==> config.mk <==
export PLATFORM = sky130hd
export DESIGN_NAME = burst_pulser_seq
export DESIGN_NICKNAME = d
export VERILOG_FILES = /design/src/rtl/pulser_pkg.sv /design/src/rtl/btn_cond.sv /design/src/rtl/step_cnt.sv /design/src/rtl/burst_seq.sv /design/src/rtl/burst_pulser_seq.sv
export SDC_FILE = /design/constraint.sdc
export NUM_CORES = 1
export LEC_CHECK = 0
export BUFFER_PORTS_ARGS = -buffer_cell sky130_fd_sc_hd__buf_2
export CORE_ASPECT_RATIO = 2
export CORE_MARGIN = 2
export CORE_UTILIZATION = 45
export DETAILED_ROUTE_END_ITERATION = 10
export GPL_TIMING_DRIVEN = 0
export HOLD_SLACK_MARGIN = 0.12
export PLACE_DENSITY = 0.59
export SETUP_SLACK_MARGIN = 0.1
export SKIP_LAST_GASP = 1
export SLEW_MARGIN = 20
export SYNTH_ARGS = -nofsm -noshare
export SYNTH_HDL_FRONTEND = slang
export SYNTH_SLANG_ARGS = --single-unit
==> constraint.sdc <==
create_clock -name clk_i -period 4.4 [get_ports clk_i]
set_clock_uncertainty 0.15 [all_clocks]
set_input_delay 0.66 -clock clk_i [delete_from_list [all_inputs] [get_ports clk_i]]
set_output_delay 0.66 -clock clk_i [all_outputs]
set_load 0.02 [all_outputs]
==> src/rtl/pulser_pkg.sv <==
package pulser_pkg;
  localparam int WAVE_STEPS = 4;
  localparam int N_BTN      = 5;
  localparam int BTN_WAVE   = 0;
  localparam int BTN_FREQ   = 1;
  localparam int BTN_GAP    = 2;
  localparam int BTN_EN     = 3;
  localparam int BTN_MODE   = 4;

  typedef enum logic [1:0] {
    ST_IDLE = 2'd0,
    ST_HI   = 2'd1,
    ST_LO   = 2'd2,
    ST_GAP  = 2'd3
  } burst_st_e;
endpackage

==> src/rtl/btn_cond.sv <==
module btn_cond #(
  parameter int DEB_CYCLES = 8
) (
  input  logic clk_i,
  input  logic rst_ni,
  input  logic btn_i,
  output logic press_o
);
  localparam int CW = (DEB_CYCLES > 1) ? $clog2(DEB_CYCLES) : 1;

  logic [1:0]    sync_q;
  logic          lvl_q;
  logic [CW-1:0] cnt_q;
  logic          done;

  assign done = (cnt_q == CW'(DEB_CYCLES - 1));

  always_ff @(posedge clk_i or negedge rst_ni) begin
    if (!rst_ni) begin
      sync_q  <= '0;
      lvl_q   <= 1'b0;
      cnt_q   <= '0;
      press_o <= 1'b0;
    end else begin
      sync_q  <= {sync_q[0], btn_i};
      press_o <= 1'b0;
      if (sync_q[1] == lvl_q) begin
        cnt_q <= '0;
      end else if (done) begin
        cnt_q   <= '0;
        lvl_q   <= sync_q[1];
        press_o <= sync_q[1];
      end else begin
        cnt_q <= cnt_q + 1'b1;
      end
    end
  end


  one_pulse_chk: assert property (@(posedge clk_i) disable iff (!rst_ni)
    press_o |=> !press_o);
endmodule

==> src/rtl/step_cnt.sv <==
module step_cnt #(
  parameter int STEPS = 4,
  localparam int W = (STEPS > 1) ? $clog2(STEPS) : 1
) (
  input  logic         clk_i,
  input  logic         rst_ni,
  input  logic         adv_i,
  output logic [W-1:0] val_o
);
  always_ff @(posedge clk_i or negedge rst_ni) begin
    if (!rst_ni)    val_o <= '0;
    else if (adv_i) val_o <= (val_o == W'(STEPS - 1)) ? '0 : val_o + 1'b1;
  end


  wrap_chk: assert property (@(posedge clk_i) disable iff (!rst_ni)
    (adv_i && val_o == W'(STEPS - 1)) |=> val_o == '0);

  hold_chk: assert property (@(posedge clk_i) disable iff (!rst_ni)
    !adv_i |=> $stable(val_o));
endmodule

==> src/rtl/burst_seq.sv <==
module burst_seq
  import pulser_pkg::*;
#(
  parameter int N_CH         = 8,
  parameter int TICKS_PER_US = 40,
  parameter int FREQ_STEPS   = 6,
  parameter int GAP_STEPS    = 8,
  localparam int WAVE_W = $clog2(WAVE_STEPS),
  localparam int FREQ_W = $clog2(FREQ_STEPS),
  localparam int GAP_W  = $clog2(GAP_STEPS)
) (
  input  logic              clk_i,
  input  logic              rst_ni,
  input  logic              en_i,
  input  logic              cw_i,
  input  logic [WAVE_W-1:0] wave_i,
  input  logic [FREQ_W-1:0] freq_i,
  input  logic [GAP_W-1:0]  gap_i,
  output logic [N_CH-1:0]   drive_o
);
  localparam int CNT_W = $clog2(TICKS_PER_US << (GAP_STEPS - 1));
  localparam int CYC_W = (1 << WAVE_W) - 1;

  burst_st_e         st_q, start_st;
  logic [CNT_W-1:0]  cnt_q, half, gap_len;
  logic [FREQ_W-1:0] act_f_q;
  logic [CYC_W-1:0]  cyc_q, cyc_init;
  logic              half_end, gap_end, start, hi;

  assign half     = CNT_W'(1) << act_f_q;
  assign gap_len  = CNT_W'(TICKS_PER_US) << gap_i;
  assign half_end = (cnt_q >= half - 1'b1);
  assign gap_end  = (cnt_q >= gap_len - 1'b1);
  // pulses in burst minus one; unused when wave_i is zero
  assign cyc_init = CYC_W'(((CYC_W + 1)'(1) << wave_i) - (CYC_W + 1)'(2));
  assign start_st = (cw_i || wave_i != '0) ? ST_HI : ST_GAP;

  always_comb begin
    start = 1'b0;
    if (en_i) begin
      unique case (st_q)
        ST_IDLE: start = 1'b1;
        ST_LO:   start = half_end && cw_i;
        ST_GAP:  start = gap_end;
        default: start = 1'b0;
      endcase
    end
  end

  always_ff @(posedge clk_i or negedge rst_ni) begin
    if (!rst_ni) begin
      st_q    <= ST_IDLE;
      cnt_q   <= '0;
      act_f_q <= '0;
      cyc_q   <= '0;
    end else if (!en_i) begin
      st_q  <= ST_IDLE;
      cnt_q <= '0;
    end else if (start) begin
      st_q    <= start_st;
      cnt_q   <= '0;
      act_f_q <= freq_i;
      cyc_q   <= cyc_init;
    end else begin
      unique case (st_q)
        ST_HI: begin
          if (half_end) begin
            cnt_q <= '0;
            st_q  <= ST_LO;
          end else cnt_q <= cnt_q + 1'b1;
        end
        ST_LO: begin
          if (half_end) begin
            cnt_q <= '0;
            if (cyc_q == '0) st_q <= ST_GAP;
            else begin
              cyc_q <= cyc_q - 1'b1;
              st_q  <= ST_HI;
            end
          end else cnt_q <= cnt_q + 1'b1;
        end
        ST_GAP:  cnt_q <= cnt_q + 1'b1;
        default: cnt_q <= '0;
      endcase
    end
  end

  assign hi = (st_q == ST_HI);

  for (genvar g = 0; g < N_CH; g++) begin : g_ch
    assign drive_o[g] = hi;
  end


  en_off_low_chk: assert property (@(posedge clk_i) disable iff (!rst_ni)
    !en_i |=> drive_o == '0);

  hi_len_chk: assert property (@(posedge clk_i) disable iff (!rst_ni)
    (st_q == ST_HI) |-> cnt_q < half);

  freq_hold_chk: assert property (@(posedge clk_i) disable iff (!rst_ni)
    (st_q == ST_HI && !start) |=> act_f_q == $past(act_f_q));
endmodule

==> src/rtl/burst_pulser_seq.sv <==
module burst_pulser_seq
  import pulser_pkg::*;
#(
  parameter int N_CH         = 8,
  parameter int TICKS_PER_US = 40,
  parameter int DEB_CYCLES   = 8,
  parameter int FREQ_STEPS   = 6,
  parameter int GAP_STEPS    = 8
) (
  input  logic            clk_i,
  input  logic            rst_ni,
  input  logic            wave_btn_i,
  input  logic            freq_btn_i,
  input  logic            gap_btn_i,
  input  logic            en_btn_i,
  input  logic            mode_btn_i,
  output logic [N_CH-1:0] drive_o,
  output logic            mode_ctrl_o,
  output logic            chip_en_o
);
  localparam int WAVE_W = $clog2(WAVE_STEPS);
  localparam int FREQ_W = $clog2(FREQ_STEPS);
  localparam int GAP_W  = $clog2(GAP_STEPS);

  logic [N_BTN-1:0]  btn_raw, press;
  logic [WAVE_W-1:0] wave_sel;
  logic [FREQ_W-1:0] freq_sel;
  logic [GAP_W-1:0]  gap_sel;
  logic              en_sel, cw_sel;

  assign btn_raw[BTN_WAVE] = wave_btn_i;
  assign btn_raw[BTN_FREQ] = freq_btn_i;
  assign btn_raw[BTN_GAP]  = gap_btn_i;
  assign btn_raw[BTN_EN]   = en_btn_i;
  assign btn_raw[BTN_MODE] = mode_btn_i;

  for (genvar b = 0; b < N_BTN; b++) begin : g_btn
    btn_cond #(.DEB_CYCLES(DEB_CYCLES)) u_btn (
      .clk_i  (clk_i),
      .rst_ni (rst_ni),
      .btn_i  (btn_raw[b]),
      .press_o(press[b])
    );
  end

  step_cnt #(.STEPS(WAVE_STEPS)) u_wave (
    .clk_i(clk_i), .rst_ni(rst_ni), .adv_i(press[BTN_WAVE]), .val_o(wave_sel));
  step_cnt #(.STEPS(FREQ_STEPS)) u_freq (
    .clk_i(clk_i), .rst_ni(rst_ni), .adv_i(press[BTN_FREQ]), .val_o(freq_sel));
  step_cnt #(.STEPS(GAP_STEPS)) u_gap (
    .clk_i(clk_i), .rst_ni(rst_ni), .adv_i(press[BTN_GAP]), .val_o(gap_sel));
  step_cnt #(.STEPS(2)) u_en (
    .clk_i(clk_i), .rst_ni(rst_ni), .adv_i(press[BTN_EN]), .val_o(en_sel));
  step_cnt #(.STEPS(2)) u_mode (
    .clk_i(clk_i), .rst_ni(rst_ni), .adv_i(press[BTN_MODE]), .val_o(cw_sel));

  burst_seq #(
    .N_CH(N_CH), .TICKS_PER_US(TICKS_PER_US),
    .FREQ_STEPS(FREQ_STEPS), .GAP_STEPS(GAP_STEPS)
  ) u_seq (
    .clk_i  (clk_i),
    .rst_ni (rst_ni),
    .en_i   (en_sel),
    .cw_i   (cw_sel),
    .wave_i (wave_sel),
    .freq_i (freq_sel),
    .gap_i  (gap_sel),
    .drive_o(drive_o)
  );

  assign mode_ctrl_o = ~cw_sel;
  assign chip_en_o   = en_sel;


  mode_pin_chk: assert property (@(posedge clk_i) disable iff (!rst_ni)
    !press[BTN_MODE] |=> $stable(mode_ctrl_o));

  en_pin_chk: assert property (@(posedge clk_i) disable iff (!rst_ni)
    press[BTN_EN] |=> chip_en_o != $past(chip_en_o));
endmodule

## Yosys cells after proc, flatten, opt, wreduce, memory -nomap -nowiden

Index checks and enable logic that the tools add are counted.
W data, S select, Z words.

- Register bits after elaboration: 66
- Bits of input ports: 7
- Output and inout port bits: 10
- Logic and storage cells: 133

- Add/subtract/negate cells: 15
- Magnitude comparators: 2
- Eq/ne operators: 20
- Shift-type cells: 3
- Multiplexer cells: 42
- Bitwise logic cells: 6
- Reductions and logical operators: 16

Operators by type and width:

| kind | number |
|---|---|
| $mux W3 | 16 |
| $mux W13 | 3 |
| $ge A13 B13 Y1 | 2 |
| $pmux W13 S2 | 1 |
| $sub A13 B1 Y13 const B | 2 |
| $add A3 B1 Y3 const B | 7 |
| $eq A3 B3 Y1 const B | 7 |
| $mux W2 | 7 |
| $add A13 B1 Y13 const B | 1 |
| $mux W1 | 13 |
| $shl A1 B3 Y13 const A | 1 |
| $shl A6 B3 Y13 const A | 1 |
| $reduce_and A2 Y1 | 6 |
| $ne A4 B2 Y1 const B | 2 |
| $eq A2 B2 Y1 const B | 3 |
| $not A1 Y1 | 6 |
| $reduce_bool A2 Y1 | 3 |
| $eq A1 B1 Y1 | 5 |
| $ne A4 B1 Y1 const B | 1 |
| $pmux W2 S2 | 1 |
| $reduce_and A4 Y1 | 1 |
| $logic_not A3 Y1 | 1 |
| $pmux W1 S3 | 1 |
| $reduce_and A3 Y1 | 1 |
| 11 further kinds | 12 |

## Longest topological paths before layout

Gate-level depths: netlist of the first run.

- Word-level depth: 8
- Mapped depth: 17
- Mapped depth without buffers: 15

## Modules after synthesis

Synthesis of the first run repeated with hierarchy kept, for this count alone.

- Cell total of the unflattened synthesis: 327
- Area total of the unflattened synthesis: 3575.9 um^2

By module, submodules not included:

| module | times used | cells each | area an instance (um^2) | seq. area each (um^2) |
|---|---|---|---|---|
| burst_seq | 1 | 213 | 1884.3 | 525.5 |
| btn_cond | 5 | 17 | 252.7 | 175.2 |
| step_cnt (u_gap) | 1 | 9 | 137.6 | 75.1 |
| step_cnt (u_freq) | 1 | 9 | 130.1 | 75.1 |
| step_cnt (u_wave) | 1 | 6 | 88.8 | 50.0 |
| step_cnt (u_en ...) | 2 | 2 | 33.8 | 25.0 |
| burst_pulser_seq | 1 | 1 | 3.8 | 0.0 |

## Least setup slack after synthesis of the first run

OpenSTA, ideal clock, no wires.

- Path type: register to register
- From: register u_seq.act_f_q[2]
- To: register u_seq.act_f_q[0]
- Setup time: 0.125 ns
- Arrival time: 3.117 ns
- Data required time: 4.125 ns
- Path slack: 1.008 ns
- Cell stages (with the launch flop): 15
- Period minus slack after synthesis: 3.392 ns
- Path through: dfrtp_1 -> or3_1 -> ha_1 -> buf_2 -> nor3_1 -> a21oi_1 -> o21a_1 -> ha_1 -> nand4_1 -> a2111oi_4 -> nor3_2 -> nand4b_4 -> and2_4 -> buf_6 -> mux2_4

- Cells in the longest elaborated chain, start to end: 7

Ends and longest elaborated chain:

| element | RTL line | source |
|---|---|---|
| start: declaration | burst_seq.sv:26 | `logic [FREQ_W-1:0] act_f_q;` |
| start signal: assignment | burst_seq.sv:62 | `act_f_q <= freq_i;` |
| $shl A1 B3 Y13 | burst_seq.sv:30 | `assign half = CNT_W'(1) << act_f_q;` |
| $sub A13 B1 Y13 | burst_seq.sv:32 | `assign half_end = (cnt_q >= half - 1'b1);` |
| $ge A13 B13 Y1 | burst_seq.sv:32 |  |
| $logic_and A1 B1 Y1 | burst_seq.sv:43 | `ST_LO: start = half_end && cw_i;` |
| $pmux W1 S3 | burst_seq.sv:41 | `unique case (st_q)` |
| $mux W1 | burst_seq.sv:40 | `if (en_i) begin` |
| $reduce_and A2 Y1 (no line) | -- |  |

Every way passes these cells.
A chain may end at the register's enable or synchronous reset.

## Worst setup path in the final report of the first run

- From: register u_gap.val_o[0]
- To: register u_seq.act_f_q[1]

- Cells in the longest elaborated chain, start to end: 6

Ends and longest elaborated chain:

| element | RTL line | source |
|---|---|---|
| start: declaration | step_cnt.sv:8 | `output logic [W-1:0] val_o` |
| start signal: assignment | step_cnt.sv:12 | `else if (adv_i) val_o <= (val_o == W'(STEPS - 1)) ? '0 : val_o + 1'b1;` |
| $shl A6 B3 Y13 | burst_seq.sv:31 | `assign gap_len = CNT_W'(TICKS_PER_US) << gap_i;` |
| $sub A13 B1 Y13 | burst_seq.sv:33 | `assign gap_end = (cnt_q >= gap_len - 1'b1);` |
| $ge A13 B13 Y1 | burst_seq.sv:33 |  |
| $pmux W1 S3 | burst_seq.sv:41 |  |
| $mux W1 | burst_seq.sv:40 |  |
| $reduce_and A2 Y1 (no line) | -- |  |

Every way passes these cells.

==> results by group, run 1 <==
Outcome
  – Status: complete, no violations

Synthesis
  – Top_reg_cell synth: dfrtp_1
  – Synth Area in XOR/XNOR: 0.06431
  – Mapped Area: around 3700 sq um
  – Post-Synth Adder-Cell Area: 0.1565
  – Synth warnings: 0
  – Compound-Gate Fraction of Synth Area: 0.07349
  – Seq/Total Area, Yosys: 0.4491
  – Largest family of logic cells by synthesized area: simple AND/OR/NAND/NOR gates
  – Mapped Avg Cell Area: 10.88 sq um
  – Post-synth EDFFs: 0
  – Multiplexer area fraction after synthesis: 0.04593
  – Yosys top cell area share: 0.4491
  – Ys async rst share: 1.000
  – Simple-Gate Fraction of Synth Area: 0.1657
  – Syn nets: 391
  – Mapped Cells: around 340
  – Top post-synthesis cells by area: dfrtp_1 45%, ha_1 16%, xor2_1 3.3%
  – Leading area contributor after synthesis: dfrtp_1
  – Cell variety after synth: 46
  – #FFs+latches synth: 66

Place
  – Dpl hpwl: approximately 5000 microns
  – PortBufs: 16
  – Placed Area: 3908 sq um
  – RePlAce Congestion: 0.8058

Floorplan
  – Chip Width: between 60 and 70 microns
  – CORE AREA: 7943 sq um
  – Die footprint: 8955 sq um
  – I/O pins: 17
  – Initial Util: 0.4630
  – Site row count: 46
  – Die Ht: approximately 130 microns

Detailed routing
  – Routed wire length: 6390 microns
  – Antenna-violating nets left: 0
  – First-pass iteration count of the detailed router: 4
  – Iter 0 DRT Violations: 91
  – Via count: 2439
  – DR WL/cell: 13.65 microns
  – DRC Markers: 0
  – Routed vias/inst: about 5.2

Finish
  – Most frequent cells in the layout: 66 x dfrtp_1, 46 x ha_1, 29 x nor2_1
  – Share of cells above drive strength 1: 0.1667
  – Commonest non-fill, non-tap cell in the layout: dfrtp_1
  – Area grow syn2layout: 15.01%
  – Antenna Cells: 0
  – Final #Nets: 420
  – Fill count: 706
  – Final Instance Area: between 4000 and 5000 sq um

Worst setup path
  – Startpoint types: register
  – Peak fanout along the critical path: 8
  – Crit path DAT: 3.83 ns
  – CP max-delay cell: dfrtp_1
  – Critical Path RT: 4.46 ns
  – R2R Setup Slk: 0.63 ns
  – Slowest stage delay, CP: 0.36 ns
  – Crit path cell chain: clkbuf_2 > inv_1 > ha_1 > nor2_1 > nor4b_2 > xor2_1 > o21ai_0 > ha_1 > a21oi_1 > o21ai_0 > a21oi_1 > o21a_1 > and2_4 > buf_6 > mux2_4
  – CP Capture Type: register
  – Critical path class: register to register

Clocking
  – Post-CTS Repair Setup Buffers: 0
  – Clk sinks: 66
  – CTS tree: yes
  – Bufs on Longest Clock Path: 2
  – Worst-path clk slew: 0.06 ns
  – Htree depth: 3
  – Total CTS buffers: 9
  – Worst-Skew Late Latency: 0.33 ns
  – Clk root buf: clkbuf_16

Timing
  – Hold_ws: 0.2022 ns
  – Max-slew headroom: 0.6668
  – Time the worst path needs with I/O delays and setup: 3.769 ns
  – TNS Setup: 0 ns
  – RSZ-0062 raised after global routing: no
  – Part of the cycle the worst path needs: 0.8565
  – Worst-Margin Slew: between 0.4 and 0.5 ns
  – Max Slew Vio Count: 0
  – F_max: 265.4 MHz
  – Final setup viols: 0
  – Final hold vios: 0

Power
  – Pleak: 0.002146 uW
  – VDD IR-drop max: approximately 0.00034 V
  – Power Density: 543.0 nW/um^2

Global route
  – First-pass GRT wire length: about 11000 microns
  – Vias in the first global route: 2403
  – GRT Residual Overflow: 0
  – All-Layer GR Usage: 0.1652
  – Initial antenna violation count: 0
  – Largest net degree at the start of global routing: 58

Run
  – Max Cap Viol: 0

Min path
  – Hold WC Path Type: register to register
## final cells by class
type	count	area (sq um)	area share
Buffer	14	95.09	0.02249
Clock buffer	10	239.0	0.05651
Clock inverter	6	65.06	0.01538
Inverter	19	71.32	0.01686
Multi-Input combinational cell	239	1867	0.4414
Sequential cell	66	1652	0.3905
Tap cell	96	120.1	0.02840
Timing Repair Buffer	18	120.1	0.02840
## cells in the mapped netlist, types with 6 or more instances
master	instances
a21oi_1	12
buf_4	8
dfrtp_1	66
ha_1	46
inv_1	19
nand2_1	25
nand3_1	10
nor2_1	29
nor3_1	9
nor3b_1	6
o21ai_0	14
xnor2_1	13
xor2_1	14
## logic make-up after synthesis
logic type,count (synthesis)
simple gates,111
flops,66
fa+ha+maj,46
compound gates,41
buf+inv,33
xor+xnor,27
mux,14
## registers in the layout (all words and copies together), names as in the netlist
| signal | count |
|---|---|
| g_btn.u_btn.cnt_q | 15 |
| g_btn.u_btn.lvl_q | 5 |
| g_btn.u_btn.press_o | 5 |
| g_btn.u_btn.sync_q | 10 |
| u_en.val_o | 1 |
| u_freq.val_o | 3 |
| u_gap.val_o | 3 |
| u_mode.val_o | 1 |
| u_seq.act_f_q | 3 |
| u_seq.cnt_q | 13 |
| u_seq.cyc_q | 3 |
| u_seq.st_q | 2 |
| u_wave.val_o | 2 |
## critical path: cells and delay by family, from the launching register on
kind                       cells  cell delay [ns]
AOI/OAI and AO/OA              5             0.81
and+or+nand+nor                3             0.72
adders and majority gates      2             0.62
buffers and inverters          3             0.52
DFF                            1             0.36
muxes                          1             0.30
xor gates and xnor gates       1             0.17
## repair_timing
item,CTS,global route
setup endpoints to repair,0,16
hold buffers,1,0
gates resized for setup,0,3
endpoints found under the hold margin,9,0
## path summary, 6_finish.rpt
kind	startpoint	end	cells past startpoint
setup / recovery	u_gap.val_o[0]	u_seq.act_f_q[1]	15
hold / removal	g_btn[3].u_btn.sync_q[0]	g_btn[3].u_btn.sync_q[1]	0
setup reg to reg	u_gap.val_o[0]	u_seq.act_f_q[1]	15
hold reg to reg	g_btn[3].u_btn.sync_q[0]	g_btn[3].u_btn.sync_q[1]	0
max in group asynchronous	rst_ni	g_btn[1].u_btn.sync_q[1]	3
min in group asynchronous	rst_ni	u_seq.act_f_q[1]	2
## layer usage
metal	vias up	track usage	routed length, microns	share of wire
met5	-	0	0	0
met4	0	0.07333	158	0.025
met3	10	0.03672	120	0.019
met2	18	0.2950	3724	0.58
met1	1193	0.1758	2387	0.37
li1	1218	-	-	-
## where the power goes
part	total [uW]	internal [uW]	switching, uW
clock network	712	454	258
logic	777	363	415
registers	807	726	81.0
total	2300	1540	753
## through the flow
stage	utilization	instances	power, uW	setup WS [ns]
after floorplan	-	338	1409	1.008
after global placement	0.4882	450	1582	0.2757
after detailed placement	0.4920	451	1609	0.2629
after CTS	0.5315	468	2343	0.2325
after global routing	0.5325	468	2476	0.2586
final	0.5325	468	2296	0.6314
Power figures use the tool's default switching activity.
==> run 2, diff against run 1 <==
--- a/config.mk
+++ b/config.mk
@@ -5,6 +5,7 @@
 export SDC_FILE = /design/constraint.sdc
 export NUM_CORES = 1
 export LEC_CHECK = 0
+export ABC_AREA = 1
 export BUFFER_PORTS_ARGS = -buffer_cell sky130_fd_sc_hd__buf_2
 export CORE_ASPECT_RATIO = 2
 export CORE_MARGIN = 2
==> run 2 against run 1 <==
- hold slack worse by 0.014 ns
- clock-buffer cell count up 2
- area after synthesis grew 1.1%
- flip-flop and latch count unchanged
- final cell count grew 18%
- non-clock buffer count fell by 2
- clock power grew 0.7%
- power is 8.7% lower
- critical path type unchanged
- largest cell class unchanged
- highest routed layer unchanged
==> results by group, run 2 <==
Outcome
  – Status: complete, no violations

Place
  – Dpl hpwl: 5072 microns
  – PortBufs: 16
  – RePlAce Congestion: 0.8004

Worst setup path
  – Crit path DAT: 3.70 ns
  – Crit path cell chain: inv_1 > ha_1 > inv_1 > a21oi_1 > inv_1 > nand2_1 > nor2_1 > nand4_1 > nor3_1 > nand2_1 > xor2_1 > ha_1 > nand2_1 > nor2_1 > nand3_1 > nand4_1 > nand2_1 > nand2_2 > nand2_4 > buf_4 > nand2_1 > o211ai_1
  – R2R Setup Slk: approximately 0.76 ns
  – WP depth: 22
  – RR Startpoint: u_gap.val_o[0]
  – Slowest stage delay, CP: 0.50 ns
  – CP Capture Type: register
  – Crit path launch: u_gap.val_o[0]
  – Startpoint types: register
  – Critical Path RT: between 4 and 5 ns
  – R2R depth: 22
  – Worst Setup EP: u_seq.cyc_q[2]
  – Critical path class: register to register
  – Critical path's top delay family: simple AND/OR/NAND/NOR gates
  – Bufs and invs on worst path: 4
  – Worst R2R End: u_seq.cyc_q[2]
  – CP most frequent cell: nand2_1
  – CP max-delay cell: dfrtp_1
  – Peak fanout along the critical path: 10

Synthesis
  – Yosys top cell area share: 0.4441
  – Mapped Avg Cell Area: 8.833 sq um
  – Mapped Cells: approximately 420
  – Cell variety after synth: 30
  – Simple-Gate Fraction of Synth Area: 0.2012
  – Leading area contributor after synthesis: dfrtp_1
  – Syn nets: 474
  – Ys async rst share: 1.000
  – Top_reg_cell synth: dfrtp_1
  – Multiplexer area fraction after synthesis: 0.002692
  – Top post-synthesis cells by area: dfrtp_1 44%, ha_1 15%, nand2_1 8.1%
  – Dominant cell by count in the synthesized netlist: nand2_1
  – Synth warnings: 0
  – Synth Area in XOR/XNOR: 0.04475
  – Compound-Gate Fraction of Synth Area: 0.06427
  – Seq/Total Area, Yosys: 0.4441
  – Most instantiated cells after synthesis: 80 x nand2_1, 66 x dfrtp_1, 61 x inv_1
  – Largest family of logic cells by synthesized area: simple AND/OR/NAND/NOR gates
  – #FFs+latches synth: 66
  – Post-Synth Adder-Cell Area: 0.1548
  – Mapped Area: 3719 sq um
  – Post-synth EDFFs: 0

Floorplan
  – Site row count: 46
  – Chip Width: roughly 68 microns
  – Die Ht: 132.6 microns
  – I/O pins: 17
  – Initial Util: 0.4648
  – Die footprint: between 9000 and 10000 sq um
  – CORE AREA: about 8000 sq um

Finish
  – Reg with most FFs: g_btn.u_btn.cnt_q
  – Largest regs: g_btn.u_btn.cnt_q (15), u_seq.cnt_q (13), g_btn.u_btn.sync_q (10)
  – Most frequent cells in the layout: 80 x nand2_1, 66 x dfrtp_1, 61 x inv_1
  – Share of cells above drive strength 1: 0.1275
  – Area grow syn2layout: 14.50%
  – Commonest non-fill, non-tap cell in the layout: nand2_1
  – Antenna Cells: 0
  – Max FFs per register: 15
  – Final #Nets: 503
  – Fill count: 724

Timing
  – F_max: 274.4 MHz
  – Max-slew headroom: 0.7780
  – Worst-Margin Slew: 0.3307 ns
  – Time the worst path needs with I/O delays and setup: 3.645 ns
  – Part of the cycle the worst path needs: 0.8284
  – RSZ-0062 raised after global routing: no
  – Max Slew Vio Count: 0
  – Final setup viols: 0
  – TNS Setup: 0 ns
  – Hold_ws: 0.1886 ns
  – Final hold vios: 0

Power
  – Cell Int Power: 1433 uW
  – Seq pwr share: 0.375
  – Pwr Total: 2097 uW
  – Logic pwr share: 0.283
  – Power Density: 492.5 nW/um^2
  – Pleak: 0.002219 uW
  – Psw: ~660 uW
  – VDD IR-drop max: around 0.00036 V
  – Switching part of the total power: 0.3166
  – Clock share of power: 0.342

Clocking
  – Clk root buf: clkbuf_16
  – Worst-path clk slew: 0.05 ns
  – Total CTS buffers: 9
  – Clk sinks: 66
  – Htree depth: 3
  – Post-CTS Repair Setup Buffers: 0
  – Bufs on Longest Clock Path: 2
  – CTS tree: yes
  – Worst-Skew Late Latency: 0.33 ns

Detailed routing
  – First-pass iteration count of the detailed router: 4
  – Routed wire length: 6481 microns
  – DR WL/cell: roughly 12 microns
  – Length of routed met3 wiring: roughly 150 microns
  – Iter 0 DRT Violations: 64
  – Via count: 2674
  – Met1 wire length: 2403 microns
  – Antenna-violating nets left: 0
  – Routed vias/inst: 4.853
  – Highest metal used: met4
  – Met2 Wirelength: approximately 3800 microns
  – DRC Markers: 0

Global route
  – Vias in the first global route: roughly 2.7k
  – GRT Residual Overflow: 0
  – Initial antenna violation count: 0
  – First-pass GRT wire length: approximately 11000 microns
  – All-Layer GR Usage: 0.1685
  – Largest net degree at the start of global routing: 43

Min path
  – Hold WC Path Type: register to register

Run
  – Max Cap Viol: 0
-- run 2: layer usage --
metal | GRT usage | up-vias
li1 | - | 1394
met1 | 0.1626 | 1247
met2 | 0.3145 | 21
met3 | 0.04082 | 12
met4 | 0.07667 | 0
met5 | 0 | -
-- run 2: stage by stage --
| step | std cells | instance area (sq um) | setup WS [ns] | utilization |
|---|---|---|---|---|
| after detailed placement | 534 | 3941 | 0.7604 | 0.4926 |
| after global routing | 551 | 4258 | 0.4552 | 0.5322 |
| after global placement | 533 | 3919 | 0.7772 | 0.4898 |
| final | 551 | 4258 | 0.7551 | 0.5322 |
| after floorplan | 421 | 3719 | 1.243 | - |
| after CTS | 551 | 4258 | 0.7207 | 0.5322 |
-- run 2: final cells by class --
cell class	count	area [sq um]	share of cell area
Clock inverter	4	50.05	0.01175
Sequential cell	66	1652	0.3879
Multi-Input combinational cell	281	1739	0.4085
Buffer	12	95.09	0.02233
Inverter	62	232.7	0.05466
Timing Repair Buffer	18	112.6	0.02645
Clock buffer	12	256.5	0.06024
Tap cell	96	120.1	0.02821
-- run 2: power by group through the flow --
| stage | clock, uW | sequential (uW) | combinational (uW) |
|---|---|---|---|
| after floorplan | 0 | 783 | 465 |
| after global placement | 0 | 791 | 591 |
| after detailed placement | 0 | 797 | 605 |
| after CTS | 738 | 787 | 608 |
| after global routing | 765 | 800 | 693 |
| final | 717 | 786 | 594 |
-- run 2: worst min path at each step --
stage / start / end / slack (ns) / cells after the start
final: g_btn[3].u_btn.sync_q[0] / g_btn[3].u_btn.sync_q[1] / 0.19 / 0
after global routing: g_btn[3].u_btn.sync_q[0] / g_btn[3].u_btn.sync_q[1] / 0.20 / 0
after CTS: g_btn[3].u_btn.sync_q[0] / g_btn[3].u_btn.sync_q[1] / 0.19 / 0
after detailed placement: g_btn[0].u_btn.sync_q[0] / g_btn[0].u_btn.sync_q[1] / 0.19 / 0
after global placement: g_btn[1].u_btn.sync_q[0] / g_btn[1].u_btn.sync_q[1] / 0.18 / 0
after floorplan: g_btn[0].u_btn.sync_q[0] / g_btn[0].u_btn.sync_q[1] / 0.18 / 0
-- run 2: logic make-up (layout without fill, tap and decap cells) --
group,Yosys count,count (layout)
AO/OA/AOI/OAI,43,43
adder cells (fa/ha/maj),46,46
XOR/XNOR,19,19
multiplexers,1,1
AND/OR/NAND/NOR,172,172
buffers and inverters,74,108
flip-flops,66,66
-- run 2: what timing repair did --
| action | 4_1_cts | 5_1_grt |
|---|---|---|
| hold buffers | 1 | 0 |
| endpoints found under the hold margin | 24 | 0 |
| resized for setup | 0 | 0 |
-- run 2: worst register-to-register path: stages, from the launching register on --
cell and delay, ns:
dfrtp_1 0.50, inv_1 0.20, ha_1 0.27, inv_1 0.07, a21oi_1 0.09, inv_1 0.08
nand2_1 0.06, nor2_1 0.12, nand4_1 0.14, nor3_1 0.26, nand2_1 0.11, xor2_1 0.15
ha_1 0.31, nand2_1 0.07, nor2_1 0.15, nand3_1 0.09, nand4_1 0.10, nand2_1 0.07
nand2_2 0.10, nand2_4 0.09, buf_4 0.20, nand2_1 0.06, o211ai_1 0.08
